[config.mk]
export PLATFORM = sky130hd
export DESIGN_NAME = chip_select_unit
export DESIGN_NICKNAME = d
export VERILOG_FILES = /design/src/rtl/csu_pkg.sv /design/src/rtl/csu_regs.sv /design/src/rtl/csu_decode.sv /design/src/rtl/csu_outreg.sv /design/src/rtl/chip_select_unit.sv
export SDC_FILE = /design/constraint.sdc
export NUM_CORES = 1
export LEC_CHECK = 0
export BUFFER_PORTS_ARGS = -buffer_cell sky130_fd_sc_hd__buf_4
export CELL_PAD_IN_SITES_DETAIL_PLACEMENT = 1
export CELL_PAD_IN_SITES_GLOBAL_PLACEMENT = 1
export CORE_MARGIN = 4
export CORE_UTILIZATION = 43
export CTS_CLUSTER_SIZE = 25
export DETAILED_ROUTE_END_ITERATION = 6
export PLACE_DENSITY = 0.82
export SETUP_SLACK_MARGIN = 0.02
export SKIP_CTS_REPAIR_TIMING = 1
export SLEW_MARGIN = 20
export SYNTH_ARGS = -nofsm -noshare
export SYNTH_HDL_FRONTEND = slang
export SYNTH_HIERARCHICAL = 1
export SYNTH_SLANG_ARGS = --single-unit
export TNS_END_PERCENT = 30
[constraint.sdc]
create_clock -name clk -period 3.74 [get_ports clk]
set_input_delay 0.374 -clock clk [delete_from_list [all_inputs] [get_ports clk]]
set_output_delay 0.374 -clock clk [all_outputs]
set_load 0.01 [all_outputs]
[src/rtl/csu_pkg.sv]
// Shared constants and configuration types for the chip-select unit.
// Assumes a 20-bit memory space and a 16-bit I/O space.
package csu_pkg;
    localparam int ADDR_W      = 20;
    localparam int IO_W        = 16;
    localparam int DATA_W      = 16;
    localparam int CODE_W      = 4;
    localparam int SH_W        = 5;
    localparam int UL_MIN_SH   = 10;
    localparam int UL_MAX_CODE = 8;
    localparam int MID_MIN_SH  = 13;
    localparam int MID_MAX_CODE = 6;
    localparam int MID_PARTS   = 4;
    localparam int PART_W      = $clog2(MID_PARTS);
    localparam int PER_COUNT   = 6;
    localparam int PER_WIN_SH  = 7;
    localparam int PER_BASE_SH = 10;
    localparam int WIN_IDX_W   = PER_BASE_SH - PER_WIN_SH;
    localparam int MID_BASE_W  = ADDR_W - MID_MIN_SH;
    localparam int PER_BASE_W  = ADDR_W - PER_BASE_SH;
    localparam int IO_BASE_W   = IO_W - PER_BASE_SH;
    localparam int NUM_CS      = 2 + MID_PARTS + PER_COUNT;

    typedef enum logic [1:0] {
        SEL_UPPER = 2'd0,
        SEL_LOWER = 2'd1,
        SEL_MID   = 2'd2,
        SEL_PER   = 2'd3
    } reg_sel_e;

    typedef struct packed {
        logic              en;
        logic [CODE_W-1:0] code;
    } ul_cfg_t;

    typedef struct packed {
        logic                  en;
        logic [MID_BASE_W-1:0] base;
        logic [CODE_W-1:0]     code;
    } mid_cfg_t;

    typedef struct packed {
        logic                  en;
        logic                  io_space;
        logic                  a1_mode;
        logic [PER_BASE_W-1:0] base;
    } per_cfg_t;

    // Limit a size code to the largest legal value.
    function automatic logic [CODE_W-1:0] clamp_code(input logic [CODE_W-1:0] c,
                                                     input logic [CODE_W-1:0] lim);
        return (c > lim) ? lim : c;
    endfunction
endpackage

[src/rtl/csu_regs.sv]
// Configuration register file of the chip-select unit.
// One write port. Size codes are clamped as they are stored.
// Assumes wr_data follows the field layout given in the brief.
module csu_regs
    import csu_pkg::*;
(
    input  logic              clk,
    input  logic              rst_n,
    input  logic              wr_en,
    input  logic [1:0]        wr_sel,
    input  logic [DATA_W-1:0] wr_data,
    output ul_cfg_t           upper_cfg,
    output ul_cfg_t           lower_cfg,
    output mid_cfg_t          mid_cfg,
    output per_cfg_t          per_cfg
);
    localparam int EN_BIT   = DATA_W - 1;
    localparam int IO_BIT   = DATA_W - 2;
    localparam int A1_BIT   = DATA_W - 3;
    localparam int MB_LSB   = 6;
    localparam logic [CODE_W-1:0] UL_LIM  = CODE_W'(UL_MAX_CODE);
    localparam logic [CODE_W-1:0] MID_LIM = CODE_W'(MID_MAX_CODE);

    // Reset to the upper-only default and store written fields.
    always_ff @(posedge clk) begin
        if (!rst_n) begin
            upper_cfg.en   <= 1'b1;
            upper_cfg.code <= '0;
            lower_cfg      <= '0;
            mid_cfg        <= '0;
            per_cfg        <= '0;
        end else if (wr_en) begin
            case (wr_sel)
                SEL_UPPER: begin
                    upper_cfg.en   <= wr_data[EN_BIT];
                    upper_cfg.code <= clamp_code(wr_data[CODE_W-1:0], UL_LIM);
                end
                SEL_LOWER: begin
                    lower_cfg.en   <= wr_data[EN_BIT];
                    lower_cfg.code <= clamp_code(wr_data[CODE_W-1:0], UL_LIM);
                end
                SEL_MID: begin
                    mid_cfg.en   <= wr_data[EN_BIT];
                    mid_cfg.base <= wr_data[MB_LSB+MID_BASE_W-1:MB_LSB];
                    mid_cfg.code <= clamp_code(wr_data[CODE_W-1:0], MID_LIM);
                end
                default: begin
                    per_cfg.en       <= wr_data[EN_BIT];
                    per_cfg.io_space <= wr_data[IO_BIT];
                    per_cfg.a1_mode  <= wr_data[A1_BIT];
                    per_cfg.base     <= wr_data[PER_BASE_W-1:0];
                end
            endcase
        end
    end
endmodule

[src/rtl/csu_decode.sv]
// Combinational range decoder. Produces active-high hits for every select.
// Assumes the configuration is already clamped. Has no state.
module csu_decode
    import csu_pkg::*;
(
    input  logic [ADDR_W-1:0]    addr,
    input  logic                 is_io,
    input  ul_cfg_t              upper_cfg,
    input  ul_cfg_t              lower_cfg,
    input  mid_cfg_t             mid_cfg,
    input  per_cfg_t             per_cfg,
    output logic [NUM_CS-1:0]    hits
);
    localparam logic [ADDR_W-1:0] IO_MASK = {{(ADDR_W-IO_W){1'b0}}, {IO_W{1'b1}}};

    // Ones below a bit position: the in-block offset mask.
    function automatic logic [ADDR_W-1:0] low_ones(input logic [SH_W-1:0] sh);
        return ({{(ADDR_W-1){1'b0}}, 1'b1} << sh) - {{(ADDR_W-1){1'b0}}, 1'b1};
    endfunction

    logic [SH_W-1:0]      up_sh, lo_sh, mid_sh;
    logic [ADDR_W-1:0]    up_mask, lo_mask, mid_mask, mid_base_full, part_shifted;
    logic [PART_W-1:0]    part;
    logic                 in_mid, mem_cyc;
    logic [ADDR_W-1:0]    per_addr, per_base_full;
    logic                 per_page, per_type_ok;
    logic [WIN_IDX_W-1:0] win;

    // Upper and lower region matches against power-of-two sizes.
    always_comb begin
        mem_cyc = !is_io;
        up_sh   = SH_W'(UL_MIN_SH) + SH_W'(upper_cfg.code);
        lo_sh   = SH_W'(UL_MIN_SH) + SH_W'(lower_cfg.code);
        up_mask = low_ones(up_sh);
        lo_mask = low_ones(lo_sh);
        hits[0] = upper_cfg.en && mem_cyc && ((addr | up_mask) == '1);
        hits[1] = lower_cfg.en && mem_cyc && ((addr & ~lo_mask) == '0);
    end

    // Mid block membership and the quarter it falls in.
    always_comb begin
        mid_sh        = SH_W'(MID_MIN_SH) + SH_W'(mid_cfg.code);
        mid_mask      = low_ones(mid_sh);
        mid_base_full = {mid_cfg.base, {MID_MIN_SH{1'b0}}};
        in_mid        = mid_cfg.en && mem_cyc && (((addr ^ mid_base_full) & ~mid_mask) == '0);
        part_shifted  = addr >> (mid_sh - SH_W'(PART_W));
        part          = part_shifted[PART_W-1:0];
    end

    for (genvar g = 0; g < MID_PARTS; g++) begin : g_mid
        assign hits[2+g] = in_mid && (part == PART_W'(g));
    end

    // Peripheral page match in the chosen address space.
    always_comb begin
        per_addr      = per_cfg.io_space ? (addr & IO_MASK) : addr;
        per_base_full = {per_cfg.base, {PER_BASE_SH{1'b0}}};
        if (per_cfg.io_space)
            per_base_full = per_base_full & IO_MASK;
        per_page    = per_addr[ADDR_W-1:PER_BASE_SH] == per_base_full[ADDR_W-1:PER_BASE_SH];
        per_type_ok = per_cfg.en && (per_cfg.io_space == is_io);
        win         = per_addr[PER_BASE_SH-1:PER_WIN_SH];
    end

    for (genvar p = 0; p < PER_COUNT; p++) begin : g_per
        if (p == PER_COUNT - 1) begin : g_last
            assign hits[2+MID_PARTS+p] = per_type_ok && per_page && !per_cfg.a1_mode
                                         && (win == WIN_IDX_W'(p));
        end else begin : g_plain
            assign hits[2+MID_PARTS+p] = per_type_ok && per_page && (win == WIN_IDX_W'(p));
        end
    end
endmodule

[src/rtl/csu_outreg.sv]
// Output stage: captures select hits when a cycle starts, releases them when the cycle ends,
// and latches address bit 1. The top output bit is muxed between select and latched bit.
// Assumes start already excludes bus hold.
module csu_outreg
    import csu_pkg::*;
(
    input  logic              clk,
    input  logic              rst_n,
    input  logic              start,
    input  logic              cycle_end,
    input  logic              a1_in,
    input  logic              a1_mode,
    input  logic [NUM_CS-1:0] hits,
    output logic [NUM_CS-1:0] cs_n,
    output logic              a1_q
);
    logic [NUM_CS-1:0] cs_q;

    // Register the active-low selects for the length of the cycle.
    always_ff @(posedge clk) begin
        if (!rst_n)
            cs_q <= '1;
        else if (start)
            cs_q <= ~hits;
        else if (cycle_end)
            cs_q <= '1;
    end

    // Capture address bit 1 at every accepted cycle start.
    always_ff @(posedge clk) begin
        if (!rst_n)
            a1_q <= 1'b0;
        else if (start)
            a1_q <= a1_in;
    end

    // Route the last output to either its select or the latched bit.
    always_comb begin
        cs_n           = cs_q;
        cs_n[NUM_CS-1] = a1_mode ? a1_q : cs_q[NUM_CS-1];
    end
endmodule

[src/rtl/chip_select_unit.sv]
// Top of the chip-select unit: register file, range decoder and output stage.
// Assumes addr_valid and cycle_end are single-clock strobes from the bus sequencer.
module chip_select_unit
    import csu_pkg::*;
(
    input  logic                 clk,
    input  logic                 rst_n,
    input  logic [ADDR_W-1:0]    bus_addr,
    input  logic                 bus_io,
    input  logic                 addr_valid,
    input  logic                 cycle_end,
    input  logic                 hold,
    input  logic                 wr_en,
    input  logic [1:0]           wr_sel,
    input  logic [DATA_W-1:0]    wr_data,
    output logic                 upper_cs_n,
    output logic                 lower_cs_n,
    output logic [MID_PARTS-1:0] mid_cs_n,
    output logic [PER_COUNT-2:0] per_cs_n,
    output logic                 per5_out
);
    ul_cfg_t           upper_cfg, lower_cfg;
    mid_cfg_t          mid_cfg;
    per_cfg_t          per_cfg;
    logic [NUM_CS-1:0] hits, cs_n;
    logic              a1_latch;
    logic              start;

    assign start = addr_valid && !hold;

    csu_regs u_regs (
        .clk(clk), .rst_n(rst_n), .wr_en(wr_en), .wr_sel(wr_sel), .wr_data(wr_data),
        .upper_cfg(upper_cfg), .lower_cfg(lower_cfg), .mid_cfg(mid_cfg), .per_cfg(per_cfg)
    );

    csu_decode u_decode (
        .addr(bus_addr), .is_io(bus_io), .upper_cfg(upper_cfg), .lower_cfg(lower_cfg),
        .mid_cfg(mid_cfg), .per_cfg(per_cfg), .hits(hits)
    );

    csu_outreg u_out (
        .clk(clk), .rst_n(rst_n), .start(start), .cycle_end(cycle_end), .a1_in(bus_addr[1]),
        .a1_mode(per_cfg.a1_mode), .hits(hits), .cs_n(cs_n), .a1_q(a1_latch)
    );

    assign upper_cs_n = cs_n[0];
    assign lower_cs_n = cs_n[1];
    assign mid_cs_n   = cs_n[2 +: MID_PARTS];
    assign per_cs_n   = cs_n[2+MID_PARTS +: PER_COUNT-1];
    assign per5_out   = cs_n[NUM_CS-1];
endmodule

==> metrics.yaml, run 1 <==
layout:
  nets: 616
  finalNonFillerCells: 690
  drive_gt1_share_pct: 17.1
  syn_to_final_growth_pct: 11.0
  antennaDiodeCount: 0
yosys:
  synth_xor_area_share_pct: 6.42
  syn_area_um2: 4100
  yosysWarnings: 6
  synth_seq_cells: 48
  netlist_instances: 545
  synth_compound_area_share_pct: 24.2
  synth_area_leader_cell: "dfxtp_1"
  synth_mux_area_share_pct: 7.49
  synth-main-ff-cell: "dfxtp_1"
  ys_seq_area_share_pct: 23.5
  synth_top_family_by_area: "simple AND/OR/NAND/NOR gates"
  ys_top_cells_by_area: "dfxtp_1 (23%), o21ai_0 (7.6%), nand3_1 (5.5%)"
  synth.distinct_cells: 63
  yosys.area_share.adder_pct: 3.36
  yosys.area_share.simple_pct: 26.7
  yosysTopAreaCellShare_pct: 23.5
  ys_async_sr_fraction_pct: 0
  syn_avg_cell_area_um2: 7.51
  synth-edff-count: 0
worst_setup_path:
  r2r-start: "u_regs/mid_cfg[1]"
  crit_fanout: 10
  rr_worst_depth: 10
  critPathArrivalTime_ns: 3.58
  path_buf_inv: 2
  worstSetupPathType: "reg2reg"
  crit_path_max_incr_delay_ns: 0.56
  worstPathRequired_ns: 3.89
  worstSetupPathDepth: 10
  slowest_stage: "mux4_2"
  end_kind: "register"
  startpoint: "u_regs/mid_cfg[1]"
  endpoint: "u_out/cs_q[3]"
  reg2reg_to: "u_out/cs_q[3]"
  cpLargestDelayFamily: "adder cells"
  rrSetupSlack_ns: 0.31
  crit_chain: "inv_1 -> ha_1 -> inv_1 -> ha_2 -> mux4_2 -> mux2_2 -> o21ai_0 -> o21ai_0 -> nor3_1 -> a32oi_1"
  cp-start-kind: "register"
sta:
  maxSlewHeadroom_pct: 40.7
  slew_viol_final: 0
  rsz0062_at_grt: "no"
  hold_viol_final: 0
  period_share_pct: 91.8
  fin_skew_ns: 0.00820
  hold_slack_ns: 0.290
  setup_violations: 0
  fin_crit_ns: 3.43
  worst_slack_ns: 0.307
  tns_ns: 0
  fmax_ghz: 0.291
  worst_pin_slew_ns: 0.886
clocking:
  clk_pin_slew_ns: 0.09
  clkSinkCount: 48
  cts_max_level: 2
  tritoncts: "yes"
  clockBufferDepth: 2
  numCtsBuffers: 5
  clk_latency_ns: 0.30
  cts-root-buf: "clkbuf_8"
place:
  hpwl_um: 10300
  io_buffers: 56
  dp_cells: 682
  place_congestion: 0.953
  pre_cts_ws_ns: 0.342
pwr:
  p_comb_share_pct: 23.3
  power.internal_uw: 838
  swShare_pct: 29.8
  p_sw_uw: 355
  seqPwrFrac_pct: 45.1
  clkPwrFrac_pct: 31.6
  p_total_uw: 1190
  ir_drop_v: 0.000223
  p_per_area_nw_per_um2: 262
  leakagePower_uw: 0.00167
status:
  outcome: "complete, no violations"
floorplan:
  ios: 57
  start_util_pct: 44.3
  core-area_um2: 9240
  rows: 35
  die_area_um2: 11100
  die_h_um: 106
  die_width_um: 106
drt:
  vias_per_cell: 6.21
  drt_pass1_iterations: 5
  vias: 4282
  detail-route-antenna-nets: 0
  wl_per_cell_um: 20.5
  drc: 0
  drt_iter0_markers: 279
  drt_wl_total_um: 14100
grt:
  grt_use_total_pct: 25.0
  antenna_found_initial: 0
  grt_overflow: 0
  grt_pass1_wl_um: 22500
  grt_max_degree: 71
  grt_pass1_vias: 4274
hold_path:
  min_path_type: "in2reg"
run:
  drv_cap: 0
## layout make-up
class | instances | area, um2
Clock buffer | 6 | 72.6
Fill cell | 1173 | 4690
Multi-Input combinational cell | 431 | 2800
Sequential cell | 48 | 962
Tap cell | 129 | 161
Clock inverter | 2 | 35.0
Inverter | 11 | 41.3
Timing Repair Buffer | 63 | 473
## cell usage in the layout, fill, tap and decap left out, drive strengths merged, types with 5 or more instances in the layout
cell type / Yosys / layout
buf: 24 / 63
o21ai: 63 / 63
nand2: 52 / 52
dfxtp: 48 / 48
nand3: 45 / 45
nor2: 38 / 38
a21oi: 28 / 28
xor2: 15 / 15
xnor2: 15 / 15
nor3: 15 / 15
a32oi: 12 / 12
inv: 11 / 11
ha: 11 / 11
nand3b: 9 / 9
nor2b: 9 / 9
nand2b: 8 / 8
mux4: 8 / 8
nor4: 7 / 7
mux2i: 7 / 7
nand4: 6 / 6
o211ai: 6 / 6
and3: 6 / 6
clkbuf: 32 / 6
mux2: 5 / 5
o31ai: 5 / 5
## cell usage after synthesis (all sizes together) (4+ instances only)
cell and count:
a21oi 28, a221oi 4, a31oi 4, a32oi 12
and3 6, buf 24, clkbuf 32, dfxtp 48
ha 11, inv 11, mux2 5, mux2i 7
mux4 8, nand2 52, nand2b 8, nand3 45
nand3b 9, nand4 6, nor2 38, nor2b 9
nor3 15, nor4 7, o211ai 6, o21a 4
o21ai 63, o221ai 4, o31ai 5, xnor2 15
xor2 15
## state kept, by name, indices dropped and copies added (netlist names)
name              flops
u_out/a1_q            1
u_out/cs_q           12
u_regs/lower_cfg      5
u_regs/mid_cfg       12
u_regs/per_cfg       13
u_regs/upper_cfg      5
## metrics by stage
step / area, um2 / util [%]
final: 4550 / 49.2
after detailed placement: 4430 / 48.0
after global routing: 4550 / 49.2
after CTS: 4540 / 49.2
after floorplan: 4100 / -
after global placement: 4430 / 48.0
## routing by layer
| layer | wire length (um) | GRT usage (%) | vias up |
|---|---|---|---|
| met1 | 6220 | 32.7 | 2091 |
| met3 | 648 | 3.00 | 37 |
| li1 | - | - | 2014 |
| met4 | 464 | 9.53 | 0 |
| met5 | 0 | 0 | - |
| met2 | 6780 | 41.9 | 140 |
## worst reg2reg max path, stage by stage, from the launching register on
cell,delay [ns]
dfxtp_1,0.50
inv_1,0.12
ha_1,0.44
inv_1,0.18
ha_2,0.50
mux4_2,0.56
mux2_2,0.29
o21ai_0,0.15
o21ai_0,0.19
nor3_1,0.24
a32oi_1,0.13
## power groups by stage
stage	registers, uW	clock network [uW]	logic [uW]
after floorplan	542	0	173
after global placement	549	0	259
after detailed placement	550	0	270
after CTS	538	383	272
after global routing	541	406	301
final	538	377	278
## cells by family after synthesis
group | after synthesis
AND/OR/NAND/NOR | 212
AO/OA/AOI/OAI | 156
buffers and inverters | 67
flip-flops | 48
XOR/XNOR | 30
multiplexers | 20
adder cells (fa/ha/maj) | 11
other | 1
## worst min path at each step
stage | startpoint | to | slack, ns | cells after the start
detailed placement | u_regs/mid_cfg[11] | u_regs/mid_cfg[11] | 0.47 | 2
global placement | u_regs/upper_cfg[4] | u_regs/upper_cfg[4] | 0.46 | 2
CTS | wr_data[15] | u_regs/upper_cfg[4] | 0.28 | 3
finish | wr_data[15] | u_regs/upper_cfg[4] | 0.29 | 3
global route | wr_data[15] | u_regs/upper_cfg[4] | 0.31 | 3
floorplan | u_regs/upper_cfg[4] | u_regs/upper_cfg[4] | 0.44 | 2
(Power assumes the default switching activity.)
==> run 2, diff against run 1 <==
CORE_UTILIZATION = 39   (was 43)
MAX_ROUTING_LAYER = met4   (was default)
PLACE_DENSITY = 0.79   (was 0.82)
clock period = 3 ns   (was 3.74 ns; I/O delays follow)
==> metrics.yaml, run 2 (synthesized netlist as in run 1, its figures left out) <==
grt:
  antenna_found_initial: 0  # unchanged
  grt_max_degree: 50  # -30%
  grt_pass1_wl_um: 23100  # +2.9%
  grt_pass1_vias: 4466  # +4.5%
  grt_use_total_pct: 23.3  # -1.7 points
  grt_overflow: 0  # unchanged
place:
  hpwl_um: 10600  # +3.0%
  placed_area_um2: 4660  # +5.2%
  place_congestion: 0.913  # -4.2%
  io_buffers: 56  # unchanged
hold_path:
  hold_path_end: "u_regs/upper_cfg[4]"
  min_path_type: "in2reg"
  holdPathStages: 3  # unchanged
  min_from: "wr_data[15]"
sta:
  fin_skew_ns: 0.00335  # -0.00485 ns
  slew_viol_final: 0  # unchanged
  fin_crit_ns: 2.92  # -0.515 ns
  rsz0062_at_grt: "yes"
  period_share_pct: 97.3  # +5.5 points
  hold_slack_ns: 0.228  # -0.0613 ns
  fmax_ghz: 0.343  # +18%
  setup_violations: 0  # unchanged
  maxSlewHeadroom_pct: 40.4  # -0.32 points
  hold_viol_final: 0  # unchanged
  worst_pin_slew_ns: 0.891  # +0.00482 ns
worst_setup_path:
  critPathMostFrequentCell: "or4_4"
  crit_fanout: 7  # -3
  cp-start-kind: "register"
  rr_worst_depth: 9  # -1
  worstSetupPathType: "reg2reg"
  crit_chain: "buf_4 -> ha_1 -> or4_4 -> o31ai_2 -> a21oi_1 -> or4_4 -> or4_4 -> nor3_2 -> a32oi_1"
  slowest_stage: "or4_4"
  rrSetupSlack_ns: 0.08  # -0.23 ns
  path_buf_inv: 1  # -1
  reg2reg_to: "u_out/cs_q[2]"
  critPathArrivalTime_ns: 3.08  # -0.50 ns
  r2r-start: "u_regs/mid_cfg[1]"
  crit_path_max_incr_delay_ns: 0.54  # -0.02 ns
  worstPathRequired_ns: 3.16  # -0.73 ns
  cpLargestDelayFamily: "simple AND/OR/NAND/NOR gates"
  end_kind: "register"
layout:
  drive_gt1_share_pct: 23.4  # +6.3 points
  regArea_um2: 966  # +0.39%
  syn_to_final_growth_pct: 17.6
  final_common_cell: "buf_4"
  largest_reg_flops: 13  # unchanged
  regMostFlops: "u_regs/per_cfg"
  final_cell_mix: "buf_4 (91), o21ai_0 (62), nand2_1 (52), dfxtp_1 (46), nand3_1 (45)"
  utilization_pct: 46.9  # -2.3 points
  antennaDiodeCount: 0  # unchanged
  multiInputGateArea_um2: 2870  # +2.4%
  top_regs: "u_regs/per_cfg (13), u_out/cs_q (12), u_regs/mid_cfg (12)"
  n_fill_cell: 1313  # +12%
  nets: 644  # +4.5%
  stdcell_area_um2: 4820  # +5.9%
drt:
  drt_pass1_iterations: 5  # unchanged
  drc: 0  # unchanged
  wl_per_cell_um: 19.7  # -3.5%
  drt_wl_total_um: 14300  # +1.4%
  detail-route-antenna-nets: 0  # unchanged
  drt_iter0_markers: 294  # +5.4%
  vias: 4344  # +1.4%
  vias_per_cell: 5.99  # -3.4%
clocking:
  cts-root-buf: "clkbuf_8"
  clk_latency_ns: 0.31  # about the same
  cts_max_level: 2  # unchanged
  tritoncts: "yes"
  clockBufferDepth: 2  # unchanged
  clk_pin_slew_ns: 0.09  # about the same
  clkSinkCount: 48  # unchanged
  numCtsBuffers: 5  # unchanged
floorplan:
  die_h_um: 110  # +4.6%
  rows: 37  # +5.7%
  die_area_um2: 12200  # +9.5%
  start_util_pct: 39.8  # -4.5 points
  die_width_um: 110  # +4.6%
  ios: 57  # unchanged
  core-area_um2: 10300  # +11%
run:
  drv_cap: 0  # unchanged
pwr:
  leakagePower_uw: 0.00181  # +8.7%
  p_per_area_nw_per_um2: 298  # +14%
  ir_drop_v: 0.000178  # -20%
status:
  outcome: "complete, no violations"
run 2: cell types whose count changed in the layout (fill, tap and decap cells not counted), sizes merged:
| cell | previous run | this run |
|---|---|---|
| clkinv | 1 | 3 |
| clkbuf | 6 | 5 |
| bufinv | 1 | 0 |
| buf | 63 | 91 |
run 2: worst min-delay path, cell delays in order:
cell and delay, ns:
buf_4 0.08, mux2i_1 0.06, nand2_1 0.07
run 2: report_power, final:
group	internal, uW	switching (uW)
clock	163	234
sequential	651	11.4
combinational	163	215
run 2: how the worst max path moves through the flow:
stage | start | end | cells past startpoint
floorplan | u_regs/mid_cfg[0] | u_out/cs_q[2] | 11
global placement | u_regs/mid_cfg[0] | u_out/cs_q[3] | 9
detailed placement | u_regs/mid_cfg[0] | u_out/cs_q[5] | 10
CTS | u_regs/mid_cfg[0] | u_out/cs_q[5] | 10
global route | u_regs/mid_cfg[0] | u_out/cs_q[5] | 10
finish | u_regs/mid_cfg[1] | u_out/cs_q[2] | 9
run 2: per-stage QoR:
stage          setup slack (ns)  power, uW  cells   TNS, ns
3_3_place_gp              0.103       1020    715         0
2_1_floorplan         -0.000669        896    546  -0.00134
4_1_cts                 0.00344       1430    723         0
5_1_grt                 0.00629       1490    725         0
6_report                 0.0819       1440    725         0
3_5_place_dp             0.0192       1040    715         0
run 2: area by class of cell:
type	instances	area share (%)
well taps	136	3.53
flip-flops and latches	48	20.1
repair buffers	91	14.2
inverters	11	0.857
multi-input cells	431	59.5
clock buffers	5	1.43
clock inverters	3	0.390
run 2: routing by layer:
metal	share of wire, %	track usage (%)
met4	3.8	9.52
met3	5.1	3.12
met5	0	-
met2	47	37.6
met1	44	29.3
